<file path="src/rtl/ocr_pkg.sv">
package ocr_pkg;
  localparam logic [31:0] OCR_RESET_VAL  = 32'h00FF_FF00;
  localparam int unsigned PWR_BIT        = 31;
  localparam logic [31:0] ENQ_FIELD_MASK = 32'h00FF_FFFF;

  typedef enum logic [1:0] {
    ACT_NONE,
    ACT_ENQUIRY,
    ACT_POWER_NOW
  } acmd_act_e;
endpackage

</file>
<file path="src/rtl/ocr_req_decode.sv">
module ocr_req_decode
  import ocr_pkg::*;
(
  input  logic        valid_i,
  input  logic [31:0] arg_i,
  input  logic        idle_i,
  output acmd_act_e   act_o
);
  logic enquiry;
  assign enquiry = (arg_i & ENQ_FIELD_MASK) == 32'h0;

  always_comb begin
    act_o = ACT_NONE;
    if (valid_i && idle_i) act_o = enquiry ? ACT_ENQUIRY : ACT_POWER_NOW;
  end
endmodule

</file>
<file path="src/rtl/ocr_delay_timer.sv">
module ocr_delay_timer #(
  parameter int unsigned DELAY_CYCLES = 50000
) (
  input  logic clk_i,
  input  logic rst_ni,
  input  logic start_i,
  input  logic cancel_i,
  output logic pending_o,
  output logic expire_o
);
  localparam int unsigned CNT_W = (DELAY_CYCLES > 1) ? $clog2(DELAY_CYCLES) : 1;
  localparam logic [CNT_W-1:0] LOAD = CNT_W'(DELAY_CYCLES - 1);

  logic             busy_q;
  logic [CNT_W-1:0] cnt_q;

  always_ff @(posedge clk_i or negedge rst_ni) begin
    if (!rst_ni) begin
      busy_q <= 1'b0;
      cnt_q  <= '0;
    end else if (cancel_i) begin
      busy_q <= 1'b0;
      cnt_q  <= '0;
    end else if (start_i) begin
      busy_q <= 1'b1;
      cnt_q  <= LOAD;
    end else if (busy_q) begin
      if (cnt_q == '0) busy_q <= 1'b0;
      else             cnt_q  <= cnt_q - CNT_W'(1);
    end
  end

  assign pending_o = busy_q;
  assign expire_o  = busy_q && (cnt_q == '0) && !cancel_i;

  AST_COUNT_DOWN: assert property (@(posedge clk_i) disable iff (!rst_ni)
    busy_q && cnt_q != '0 && !cancel_i && !start_i |=> busy_q && cnt_q == $past(cnt_q) - CNT_W'(1));
  AST_NO_RESTART: assert property (@(posedge clk_i) disable iff (!rst_ni)
    start_i |-> !busy_q);
  AST_CANCEL_CLEARS: assert property (@(posedge clk_i) disable iff (!rst_ni)
    cancel_i |=> !busy_q);
endmodule

</file>
<file path="src/rtl/ocr_status_reg.sv">
module ocr_status_reg
  import ocr_pkg::*;
(
  input  logic        clk_i,
  input  logic        rst_ni,
  input  logic        set_i,
  input  logic        ready_req_i,
  output logic [31:0] ocr_o,
  output logic        pwr_o,
  output logic        ready_o
);
  logic pwr_q, ready_q;

  always_ff @(posedge clk_i or negedge rst_ni) begin
    if (!rst_ni) begin
      pwr_q   <= 1'b0;
      ready_q <= 1'b0;
    end else begin
      if (set_i) pwr_q <= 1'b1;
      ready_q <= ready_req_i;
    end
  end

  always_comb begin
    ocr_o          = OCR_RESET_VAL;
    ocr_o[PWR_BIT] = pwr_q;
  end
  assign pwr_o   = pwr_q;
  assign ready_o = ready_q;

  AST_PWR_STICKY: assert property (@(posedge clk_i) disable iff (!rst_ni)
    pwr_q |=> pwr_q);
  AST_SET_TAKES: assert property (@(posedge clk_i) disable iff (!rst_ni)
    set_i |=> pwr_q);
  AST_READY_POWERED: assert property (@(posedge clk_i) disable iff (!rst_ni)
    ready_q |-> pwr_q);
endmodule

</file>
<file path="src/rtl/ocr_pwrup_seq.sv">
module ocr_pwrup_seq
  import ocr_pkg::*;
#(
  parameter int unsigned DELAY_CYCLES = 50000
) (
  input  logic        clk_i,
  input  logic        rst_ni,
  input  logic        acmd_valid_i,
  input  logic [31:0] acmd_arg_i,
  input  logic        card_idle_i,
  output logic [31:0] ocr_o,
  output logic        powered_o,
  output logic        card_ready_o
);
  acmd_act_e act;
  logic pending, expire, start, cancel, pwr;

  ocr_req_decode i_decode (
    .valid_i (acmd_valid_i),
    .arg_i   (acmd_arg_i),
    .idle_i  (card_idle_i),
    .act_o   (act)
  );

  // enquiry only arms an idle timer; non-enquiry overrides it
  assign start  = (act == ACT_ENQUIRY) && !pwr && !pending;
  assign cancel = (act == ACT_POWER_NOW) && !pwr;

  ocr_delay_timer #(.DELAY_CYCLES(DELAY_CYCLES)) i_timer (
    .clk_i     (clk_i),
    .rst_ni    (rst_ni),
    .start_i   (start),
    .cancel_i  (cancel),
    .pending_o (pending),
    .expire_o  (expire)
  );

  ocr_status_reg i_status (
    .clk_i       (clk_i),
    .rst_ni      (rst_ni),
    .set_i       (cancel || expire),
    .ready_req_i (act == ACT_POWER_NOW),
    .ocr_o       (ocr_o),
    .pwr_o       (pwr),
    .ready_o     (card_ready_o)
  );

  assign powered_o = pwr;

  AST_POWER_NOW: assert property (@(posedge clk_i) disable iff (!rst_ni)
    acmd_valid_i && card_idle_i && (acmd_arg_i & ENQ_FIELD_MASK) != 32'h0 |=> powered_o && card_ready_o && !pending);
  AST_NONIDLE_QUIET: assert property (@(posedge clk_i) disable iff (!rst_ni)
    acmd_valid_i && !card_idle_i && !powered_o && !pending |=> !powered_o && !card_ready_o && !pending);
  AST_ENQ_NO_READY: assert property (@(posedge clk_i) disable iff (!rst_ni)
    acmd_valid_i && (acmd_arg_i & ENQ_FIELD_MASK) == 32'h0 |=> !card_ready_o);
  AST_OCR_FIXED: assert property (@(posedge clk_i) disable iff (!rst_ni)
    ocr_o[30:0] == 31'h00FF_FF00 && ocr_o[31] == powered_o);
endmodule

</file>
<file path="config.mk">
export PLATFORM = sky130hd
export DESIGN_NAME = ocr_pwrup_seq
export DESIGN_NICKNAME = d
export VERILOG_FILES = /design/src/rtl/ocr_pkg.sv /design/src/rtl/ocr_req_decode.sv /design/src/rtl/ocr_delay_timer.sv /design/src/rtl/ocr_status_reg.sv /design/src/rtl/ocr_pwrup_seq.sv
export SDC_FILE = /design/constraint.sdc
export NUM_CORES = 1
export LEC_CHECK = 0
export ABC_AREA = 1
export BUFFER_PORTS_ARGS = -buffer_cell sky130_fd_sc_hd__clkbuf_2
export CAP_MARGIN = 10
export CORE_MARGIN = 2
export CORE_UTILIZATION = 40
export DETAILED_ROUTE_END_ITERATION = 7
export PLACE_DENSITY = 0.76
export SYNTH_ARGS = -nofsm -noshare
export SYNTH_HDL_FRONTEND = slang
export SYNTH_SLANG_ARGS = --single-unit
</file>
<file path="constraint.sdc">
create_clock -name clk_i -period 2.05 [get_ports clk_i]
set_clock_uncertainty 0.05 [all_clocks]
set_input_delay 0.3075 -clock clk_i [delete_from_list [all_inputs] [get_ports clk_i]]
set_output_delay 0.3075 -clock clk_i [all_outputs]
set_load 0.02 [all_outputs]
</file>
==> impl_metrics.csv, run 1 <==
group,metric,value,unit
synth,syn-cell-area,1540,µm²
drt,drc,0,
drt,wl_per_cell,9.23,µm
worst_setup_path,cp_cell_sequence,"inv_1, ha_1, inv_1, nor2_1, nand2_1, nor3_1, nand2_1, nand2_4, nor2_4, nand2_1, nand2_1",
drt,postRouteAntennaNets,0,
worst_setup_path,r2r_cells,11,
layout,seqCellArea,475,µm²
layout,drive_gt1_frac,0.165,
cts,post_cts_buffers,0,
pwr,power_density,442,nW/µm²
drt,drtIter0Drc,55,
synth,async_flop_share,1.00,
floorplan,fp.dieArea,4370,µm²
worst_setup_path,r2r-start,"i_timer.cnt_q[0]",
worst_setup_path,critical_path_required,2.15,ns
floorplan,die_y,66.1,µm
cts,cts_resized,0,
synth,synth_seq_area_share,0.308,
synth,synth_edf_count,0,
sta,period_needed,1.84,ns
worst_setup_path,path_class,"reg2reg",
pwr,peakVddDrop,443,µV
worst_setup_path,cp-startpoint,"i_timer.cnt_q[0]",
cts,h-tree-depth,1,
sta,tns,0,ns
cts,cts_hold_buf,1,
worst_setup_path,r2r_end,"i_timer.cnt_q[11]",
layout,multi_input_area,827,µm²
global_route,grt_pass1_wl,5060,µm
sta,finalCritPeriodShare,0.899,
layout,fin_util,0.449,
synth,synth_flop_cell,"dfrtp_1",
worst_setup_path,crit_fanout,17,
synth,ys_seq_elements,19,
floorplan,pin_count,70,
cts,clock_latency,0.26,ns
floorplan,core_area,3690,µm²
worst_setup_path,endpoint_kind,"flip-flop",
place,dp.cells,303,
floorplan,die-width,66.1,µm
worst_setup_path,r2r_slack,0.21,ns
drt,routed_wl,2840,µm
global_route,grt_max_degree,20,
sta,slew_viol_final,0,
worst_setup_path,cp-endpoint,"i_timer.cnt_q[11]",
floorplan,initial_core_util,0.419,
place,dp_hpwl,2180,µm
place,io_buffers,30,
global_route,first_global_vias,1211,
sta,setup_violations,0,
place,place_area,1600,µm²
global_route,antenna_found_initial,0,
cts,cts_made_buffers,3,
layout,nFillCells,393,
layout,diodes,0,
layout,nets,298,
worst_setup_path,cpMostUsedCell,"nand2_1",
cts,cts_root_buffer,"clkbuf_8",
cts,cts_tree,"yes",
outcome,status,"completed",
drt,vias_per_cell,4.44,
layout,area_growth,7.37,%
global_route,grt_util_all_layers,0.146,
drt,dr_total_vias,1367,
layout,fin_cells,308,
worst_setup_path,cp.arrival,1.95,ns
run,cap_violations,0,
synth,synth_cells,230,
sta,rsz0062_at_grt,"no",
cts,clk_pin_slew_worst_paths,0.07,ns
floorplan,rows,22,
layout,design_area,1660,µm²
hold_path,hp-class,"in2reg",
worst_setup_path,critPathMaxStageDelay,0.40,ns
synth,ys_warn_count,0,
pwr,power,732,µW
synth,synth_area_per_cell,6.71,µm²
worst_setup_path,worstSetupStartpointType,"flip-flop",
worst_setup_path,cp_slowest_cell,"dfrtp_1",
sta,hold_violations,0,
drt,firstDrtPassIters,4,
place,gp_congestion,0.806,
synth,synth.distinct_cells,21,
global_route,grt.overflow.total,0,
sta,clock.fmax,0.543,GHz
cts,clkSinkCount,19,
pwr,p_leak,0.000963,µW
cts,clockBufferDepth,2,
[report_power, final]
part / total (µW) / switching [µW] / internal (µW)
Clock: 263 / 125 / 138
Combinational: 93.6 / 69.7 / 23.9
Sequential: 376 / 0.219 / 376
[metal layers]
layer / track usage / up-vias / share of wire
li1: - / 710 / -
met1: 0.185 / 620 / 0.46
met2: 0.244 / 35 / 0.48
met3: 0.0375 / 2 / 0.058
met4: 0.0434 / 0 / 0.0053
met5: 0 / - / 0
[layout make-up]
type | instances | area share
Clock buffer | 4 | 0.0272
Inverter | 20 | 0.0453
Multi-Input combinational cell | 184 | 0.499
Sequential cell | 19 | 0.287
Tap cell | 48 | 0.0362
Timing Repair Buffer | 33 | 0.106
[synthesized netlist by cell type (all sizes together) (2+ instances only)]
master,n,area share
buf,36,0.18
conb,2,0.0049
dfrtp,19,0.31
inv,20,0.049
nand2,62,0.16
nand3,25,0.081
nand3b,6,0.029
nand4,3,0.012
nor2,40,0.11
nor3,3,0.0097
o21ai,7,0.023
xor2,4,0.023
[per-stage QoR]
step | setup WS, ns | hold slack, ns
CTS | 0.201 | 0.220
detailed placement | 0.221 | 0.242
global placement | 0.237 | 0.243
global route | 0.0274 | 0.254
floorplan | 0.460 | -0.0381
finish | 0.207 | 0.221
[flip-flops by register name (all words and copies together) (netlist names)]
register           cells
i_timer.cnt_q         16
i_status.pwr_o         1
i_status.ready_o       1
i_timer.pending_o      1
[worst min path at each step]
stage	endpoint	cells past startpoint	startpoint	slack [ns]
2_1_floorplan	i_status.pwr_o	0	rst_ni	-0.04
3_3_place_gp	i_timer.cnt_q[13]	1	rst_ni	0.24
3_5_place_dp	i_timer.cnt_q[13]	1	rst_ni	0.24
4_1_cts	i_status.ready_o	3	card_idle_i	0.22
5_1_grt	i_status.ready_o	3	acmd_valid_i	0.25
6_report	i_status.ready_o	3	card_idle_i	0.22
[cells in the final DEF, fill, tap and decap left out, types with 3 or more instances in the layout]
master,synthesis,layout
nand3_1,25,25
inv_1,18,18
clkbuf_2,0,30
nand3b_1,6,6
dfrtp_1,19,19
nor3_1,3,3
clkbuf_8,0,3
nor2_1,37,37
o21ai_0,7,7
xor2_1,4,4
conb_1,2,31
nand2_1,60,60
nand4_1,3,3
[critical path: cells and delay by family (launching register included)]
family / cells / cell delay [ns]
flops: 1 / 0.40
buf+inv: 2 / 0.12
fa+ha+maj: 1 / 0.14
simple gates: 8 / 1.01
[kinds of logic after synthesis]
kind of cell | Yosys count | synth area share
and+or+nand+nor | 141 | 0.407
buffers and inverters | 56 | 0.227
DFF | 19 | 0.308
AOI/OAI and AO/OA | 7 | 0.0227
xor gates and xnor gates | 4 | 0.0227
other | 2 | 0.00486
adders and majority gates | 1 | 0.00810
No activity file was read; power rests on OpenSTA's default activity.
==> run 2: changes to the inputs <==
--- a/config.mk
+++ b/config.mk
@@ -5,13 +5,15 @@
 export SDC_FILE = /design/constraint.sdc
 export NUM_CORES = 1
 export LEC_CHECK = 0
-export ABC_AREA = 1
+export ABC_AREA = 0
 export BUFFER_PORTS_ARGS = -buffer_cell sky130_fd_sc_hd__clkbuf_2
 export CAP_MARGIN = 10
 export CORE_MARGIN = 2
 export CORE_UTILIZATION = 40
+export CTS_BUF_LIST = sky130_fd_sc_hd__clkbuf_8
 export DETAILED_ROUTE_END_ITERATION = 7
-export PLACE_DENSITY = 0.76
+export PLACE_DENSITY = 0.77
+export SKIP_CTS_REPAIR_TIMING = 1
 export SYNTH_ARGS = -nofsm -noshare
 export SYNTH_HDL_FRONTEND = slang
 export SYNTH_SLANG_ARGS = --single-unit
==> impl_metrics.csv, run 2 <==
group,metric,value,unit
drt,dr_total_vias,1242,
cts,cts_tree,"yes",
sta,maxSlewHeadroom,0.280,
synth,synth_edf_count,0,
layout,drive_gt1_frac,0.314,
drt,topRoutingLayerUsed,"met4",
sta,slew_viol_final,0,
run,cap_violations,0,
sta,tns,0,ns
worst_setup_path,endpoint_kind,"flip-flop",
cts,clock_latency,0.26,ns
global_route,grt.overflow.total,0,
floorplan,core_area,3360,µm²
floorplan,fp.dieArea,4020,µm²
synth,synth.distinct_cells,38,
synth,synth.top_cell.area_share,0.337,
sta,clock.fmax,0.503,GHz
sta,period_needed,1.99,ns
cts,clk_pin_slew_worst_paths,0.07,ns
synth,synth_seq_area_share,0.337,
drt,drt-met1-wl,1250,µm
global_route,grt_util_all_layers,0.159,
layout,fin_cells,250,
drt,wl_per_cell,12.0,µm
synth,synth_cells,162,
synth,async_flop_share,1.00,
drt,drtIter0Drc,88,
global_route,grt_pass1_wl,5030,µm
drt,wl_met3,217,µm
outcome,status,"completed",
layout,largest_reg_flops,16,
synth,synth_most_common_cell,"buf_4",
sta,finalCritPeriodShare,0.970,
worst_setup_path,crit_fanout,5,
drt,wl_met2,1490,µm
floorplan,pin_count,70,
hold_path,whs_path_depth,3,
synth,synth_flop_cell,"dfrtp_1",
worst_setup_path,worstSetupStartpointType,"flip-flop",
synth,synth.area.top_cells,"dfrtp_1, buf_4, nor2_1",
cts,h-tree-depth,1,
synth,syn-cell-area,1410,µm²
worst_setup_path,critical_path_required,2.10,ns
place,dp_hpwl,2160,µm
cts,cts_made_buffers,3,
drt,drc,0,
drt,postRouteAntennaNets,0,
layout,nFillCells,328,
layout,mostFrequentLayoutCells,"conb_1, clkbuf_2, nor2_1, dfrtp_1, buf_4",
place,io_buffers,30,
global_route,antenna_found_initial,0,
floorplan,die_y,63.4,µm
sta,tightest_slew,1.08,ns
cts,clkSinkCount,19,
floorplan,die-width,63.4,µm
pwr,power_density,693,nW/µm²
worst_setup_path,cp.arrival,2.04,ns
worst_setup_path,r2r_cells,6,
pwr,peakVddDrop,181,µV
synth,ys_seq_elements,19,
pwr,p_leak,0.000767,µW
cts,clockBufferDepth,2,
synth,synth_area_per_cell,8.72,µm²
synth,synth_common_cells,"buf_4, dfrtp_1, nor2_1, a21oi_1, nor4_1",
layout,fin_util,0.496,
drt,firstDrtPassIters,4,
synth,synth_top_area_cell,"dfrtp_1",
place,detailedPlace.worstSlack,-0.00671,ns
global_route,grt_max_degree,26,
place,gp_congestion,0.768,
floorplan,initial_core_util,0.420,
synth,ys_warn_count,0,
layout,top_register,"i_timer.cnt_q",
worst_setup_path,path_class,"reg2reg",
sta,fin_hold_ws,0.236,ns
floorplan,rows,21,
hold_path,hp-class,"in2reg",
global_route,first_global_vias,1125,
layout,layout_commonest_cell,"conb_1",
drt,routed_wl,3010,µm
sta,hold_violations,0,
place,dp.cells,244,
cts,cts_root_buffer,"clkbuf_8",
layout,diodes,0,
layout,area_growth,18.1,%
drt,vias_per_cell,4.97,
layout,nets,242,
sta,setup_violations,0,
sta,fin_ws,0.0622,ns
[run 2: changes by cell type after synthesis, moves of 3 or more]
cell      change
a211oi_1      +8
o21ai_0       -5
nand3b_1      -4
nor2_1       -18
or3_1         +3
nor4_1        +9
nand3_1      -23
nor3_1        +5
nand2_1      -52
inv_1        -15
a21oi_1      +10
[run 2: final timing paths]
check | startpoint | endpoint | slack [ns]
worst max-delay path | i_timer.cnt_q[10] | i_timer.cnt_q[12] | 0.06
worst min-delay path | card_idle_i | i_status.ready_o | 0.24
worst max register to register | i_timer.cnt_q[10] | i_timer.cnt_q[12] | 0.06
worst min register to register | i_status.pwr_o | i_status.pwr_o | 0.47
max in group asynchronous | rst_ni | i_timer.cnt_q[3] | 1.14
min in group asynchronous | rst_ni | i_status.ready_o | 0.48
[run 2: final cells by class]
class / count / area [µm²] / share of cell area
clock buffer: 3 / 41.3 / 0.0248
clock inverter: 1 / 3.75 / 0.00225
inverter: 3 / 11.3 / 0.00675
multi-input combinational: 132 / 806 / 0.483
sequential: 19 / 475 / 0.285
tap: 46 / 57.6 / 0.0345
timing repair buffer: 46 / 273 / 0.164
[run 2: cells by family (layout without fill, tap and decap cells)]
group                      after synthesis  count (layout)  share of synthesized area
and+or+nand+nor                         63              63                      0.259
buffers and inverters                   40              53                      0.198
AOI/OAI and AO/OA                       28              28                      0.136
DFF                                     19              19                      0.337
xor gates and xnor gates                 7               7                     0.0434
other                                    2              31                    0.00532
muxes                                    2               2                     0.0142
adders and majority gates                1               1                    0.00886
[run 2: metrics by stage]
step	total power [µW]	instance area [µm²]
final	1160	1670
after global routing	1240	1670
after CTS	1130	1610
after detailed placement	870	1570
after global placement	857	1570
after floorplan	783	1520
[run 2: layer usage]
metal | GRT usage | up-vias
met5 | 0 | -
met1 | 0.197 | 577
met2 | 0.266 | 57
met4 | 0.0761 | 0
met3 | 0.0268 | 5
li1 | - | 603
[run 2: critical path: stages (launching register included)]
cell	delay, ns
dfrtp_1	0.38
or4_4	0.57
nor4_4	0.27
buf_4	0.19
nand2_1	0.05
a32oi_1	0.21
o31ai_1	0.10
[run 2: where the power goes]
group | leakage (µW) | internal [µW] | switching [µW]
combinational | 0.000499 | 197 | 234
sequential | 0.000241 | 421 | 46.1
clock | 0.0000269 | 133 | 124
